[src/rtl/perm_pkg.sv]
package perm_pkg;

    typedef enum logic {
        SLOT_FREE = 1'b0,
        SLOT_HELD = 1'b1
    } slot_state_e;

    // Domain half with only the write-refuse bit set for the first n masters.
    function automatic logic [15:0] write_refuse_mask(input int n);
        logic [15:0] m;
        m = '0;
        for (int i = 0; i < n; i++) m[2*i+1] = 1'b1;
        return m;
    endfunction

endpackage

[src/rtl/perm_fault_slot.sv]
module perm_fault_slot
    import perm_pkg::*;
#(
    parameter int ADDR_W  = 32,
    parameter int ENTRY_W = 32
) (
    input  logic               clk,
    input  logic               rst_n,
    input  logic               capture,
    input  logic               release_i,
    input  logic [ADDR_W-1:0]  addr_in,
    input  logic [ENTRY_W-1:0] entry_in,
    output logic               held,
    output logic [ADDR_W-1:0]  err_addr,
    output logic [ENTRY_W-1:0] err_entry
);

    slot_state_e state_q, state_d;

    always_comb begin
        state_d = state_q;
        unique case (state_q)
            SLOT_FREE: if (capture)   state_d = SLOT_HELD;
            SLOT_HELD: if (release_i) state_d = SLOT_FREE;
            default:                  state_d = SLOT_FREE;
        endcase
    end

    always_ff @(posedge clk or negedge rst_n) begin
        if (!rst_n) state_q <= SLOT_FREE;
        else        state_q <= state_d;
    end

    always_ff @(posedge clk or negedge rst_n) begin
        if (!rst_n) begin
            err_addr  <= '0;
            err_entry <= '0;
        end else if (state_q == SLOT_FREE && capture) begin
            err_addr  <= addr_in;
            err_entry <= entry_in;
        end
    end

    assign held = (state_q == SLOT_HELD);

endmodule

[config.mk]
export PLATFORM = sky130hd
export DESIGN_NAME = perm_fault_slot
export DESIGN_NICKNAME = d
export VERILOG_FILES = /design/src/rtl/perm_pkg.sv /design/src/rtl/perm_fault_slot.sv
export SDC_FILE = /design/constraint.sdc
export NUM_CORES = 1
export LEC_CHECK = 0
export BUFFER_PORTS_ARGS = -buffer_cell sky130_fd_sc_hd__buf_2
export CAP_MARGIN = 20
export CORE_MARGIN = 2
export CORE_UTILIZATION = 30
export CTS_BUF_LIST = sky130_fd_sc_hd__clkbuf_16
export CTS_CLUSTER_DIAMETER = 60
export CTS_CLUSTER_SIZE = 8
export DETAILED_ROUTE_END_ITERATION = 10
export MAX_ROUTING_LAYER = met4
export PLACE_DENSITY = 0.59
export REMOVE_ABC_BUFFERS = 1
export SLEW_MARGIN = 10
export SYNTH_ARGS = -nofsm -noshare
export SYNTH_HDL_FRONTEND = slang
export SYNTH_SLANG_ARGS = --single-unit
[constraint.sdc]
create_clock -name clk -period 1.3 [get_ports clk]
set_input_delay 0.195 -clock clk [delete_from_list [all_inputs] [get_ports clk]]
set_output_delay 0.195 -clock clk [all_outputs]
set_load 0.01 [all_outputs]
==> results by group <==
STA
  • Max_slew headroom: 77.11%
  • Max-slew violation count: 0
  • Final setup violation count: 6
  • Clock skew: around 0.0062 ns
  • Transition time of the tightest slew-check pin: 0.3434 ns
  • FMAX: 764.0 MHz
  • Setup WS post-layout: -0.008983 ns
  • Hold WS: ~0.066 ns
  • RSZ-0062 raised after global routing: yes
  • Tmin final: 1.309 ns
  • Hold Vio Cnt, Final: 0
  • Fin crit share: 100.7%

Global route
  • Vias in the first global route: between 1,500 and 2,000
  • Global route overflow: 0
  • Antenna violations before repair: 0
  • First-pass GRT wire length: 9183 um
  • Pin count of the biggest net entering global routing: 66
  • GR Util All Layers: 12.22%

Placed design
  • RD Place Congestion: 0.7063
  • Dpl hpwl: 3914 um
  • Area after DPL: between 3000 and 4000 um2
  • Buffers on Ports: 132

Drt
  • Via count: 1,717
  • Avg Vias per Cell: 4.240
  • Wire per inst: 14.95 um
  • Post-route DRC: 0
  • Routed WL: 6053 um
  • DR iter-0 viols: 21
  • Drt pass-1 iters: 4
  • DRT antenna net count: 0

Worst setup path
  • Critical Path RT: 1.50 ns
  • Reg2reg start: held
  • WS Path Type: reg2reg
  • Crit path max fanout: 6
  • Crit path DAT: 1.51 ns
  • RR Endpoint: err_addr[16]
  • Worst R2R Path Depth: 4
  • Worst setup SP type: flop
  • Reg2reg setup slack: -0.009 ns
  • Worst setup EP type: flop

Logic synthesis
  • Area contributors post-synth: dfrtp_1 (60%), mux2_4 (33%), buf_12 (5.1%)
  • Number of flops mapped to enable cells by yosys: 0
  • Top cell type's share of synthesized area: 59.58%
  • Sequential area share after synthesis: roughly 60%
  • Ys async rst share: 100.0%
  • Mapped Area: 2730 um2
  • Count leader, synth: dfrtp_1
  • Top_reg_cell synth: dfrtp_1
  • Yosys warning count: 0
  • Unique masters post-synth: 7
  • Syn Area/Cell: 19.64 um2
  • Dominant cell type by area after synthesis: dfrtp_1
  • Post-synth top cells: dfrtp_1 (65), mux2_4 (60), buf_12 (7), mux2_2 (4)
  • Synth Register Bits: 65
  • Synth Instances: 139

Layout
  • Antenna cells: 0
  • Share of cells above drive strength 1: 76.43%
  • Cell area after layout: 3966 um2
  • P&R area growth vs syn: 45.28%
  • Fin nets: 360
  • Fillers: 790

Floorplanning
  • Die W: just under 100 um
  • DIE AREA: between 9000 and 10,000 um2
  • I/O pin total: between 100 and 150
  • Die Ht: 99.40 um
  • Core Region: 8763 um2
  • Initial Util: 31.15%
  • FP Rows: 34

Clocking
  • Num CTS Buffers: 9
  • Skew-Pair Late Insertion Delay: 0.32 ns
  • Sink Count: 65
  • Clk slew on worst S/H paths: 0.06 ns
  • Clock Tree Root: clkbuf_16
  • CTS tree: built
  • Max Buffers Root-to-Sink: 2
  • H-tree depth: 3

Pwr
  • P per Cell Area: around 1800 nW/um2
  • P_leak: around 2.0 nW
  • Worst vdd ir: 0.6178 mV
  • Total Power: 7.229 mW

Flow run
  • Max Cap Viol: 0

Status
  • Failing checks: setup timing
  • Status: finished, violations left

Worst hold path
  • Hold_sp: release_i
  • WHS Path Cells: 2
  • Hold crit path type: in2reg
  • Worst hold endpoint: held
==> registers in the layout (all words and copies together), names as in the netlist <==
signal,cells
err_addr,32
err_entry,32
held,1
==> metrics by stage <==
stage	utilization, %	TNS, ns	worst slack (ns)	cells
floorplan	-	-141.79	-2.286	132
global placement	39.63	-0.2346	-0.009959	378
detailed placement	39.63	-1.053	-0.03674	378
CTS	43.73	-0.03341	-0.006414	400
global route	45.26	-1.890	-0.05492	405
finish	45.26	-0.02082	-0.008983	405
==> what timing repair did <==
| item | 4_1_cts | 5_1_grt |
|---|---|---|
| cloned | 1 | 5 |
| endpoints found under the setup margin | 57 | 63 |
| hold endpoints to repair | 65 | 0 |
| setup buffers | 4 | 0 |
| hold buffers | 1 | 0 |
| gates resized for setup | 2 | 5 |
==> per-layer routing <==
layer	share of wire (%)	vias to the layer above	GRT usage, %
met5	0	-	-
met4	0.76	0	4.426
met3	7.2	7	3.443
met2	44	82	18.19
met1	48	834	15.99
li1	-	794	-
==> kinds of logic after synthesis <==
family                 count (synthesis)  synth area share, %
flip-flops                            65                59.58
multiplexers                          64                34.65
buffers and inverters                  7                5.133
AND/OR/NAND/NOR                        2               0.4582
AO/OA/AOI/OAI                          1               0.1831
==> where the power goes <==
group,switching [mW],internal [mW],total (mW)
clock,0.843,1.46,2.30
sequential,0.288,2.55,2.84
combinational,0.813,1.27,2.09
total,1.94,5.28,7.23
==> layout make-up <==
class / count / area (um2) / share of cell area, %
multi-input cells: 67 / 968.4 / 24.42
repair buffers: 149 / 948.4 / 23.91
flip-flops and latches: 65 / 1627 / 41.01
well taps: 108 / 135.1 / 3.407
clock inverters: 7 / 62.56 / 1.577
clock buffers: 9 / 225.2 / 5.678
==> worst max path at each step <==
stage,from,to,slack [ns],cells past startpoint
after floorplan,held,err_addr[27],-2.29,2
after global placement,held,err_entry[18],-0.01,3
after detailed placement,held,err_addr[24],-0.04,3
after CTS,held,err_entry[28],-0.006,4
after global routing,held,err_addr[16],-0.05,4
final,held,err_addr[16],-0.009,4
==> worst max-delay path: stages, from the launching register on <==
cell	delay, ns
dfrtp_1	0.40
nor2b_4	0.15
buf_6	0.17
clkbuf_16	0.17
mux2_4	0.30
==> placed cells by master (no fill, tap or decap) <==
| cell type | netlist | final |
|---|---|---|
| buf_2 | 0 | 132 |
| dfrtp_1 | 65 | 65 |
| mux2_4 | 60 | 60 |
| clkbuf_16 | 0 | 13 |
| mux2_2 | 4 | 4 |
| buf_6 | 0 | 4 |
| buf_4 | 0 | 3 |
| clkinvlp_4 | 0 | 2 |
| clkinv_2 | 0 | 2 |
| buf_16 | 0 | 2 |
| buf_12 | 7 | 2 |
| nor2_1 | 1 | 1 |
| a21oi_1 | 1 | 1 |
| nor2b_4 | 0 | 1 |
| clkinv_1 | 0 | 1 |
| bufinv_16 | 0 | 1 |
| inv_1 | 0 | 1 |
| buf_8 | 0 | 1 |
| dlygate4sd3_1 | 0 | 1 |
Note: power is estimated with default switching activity, not from simulation.
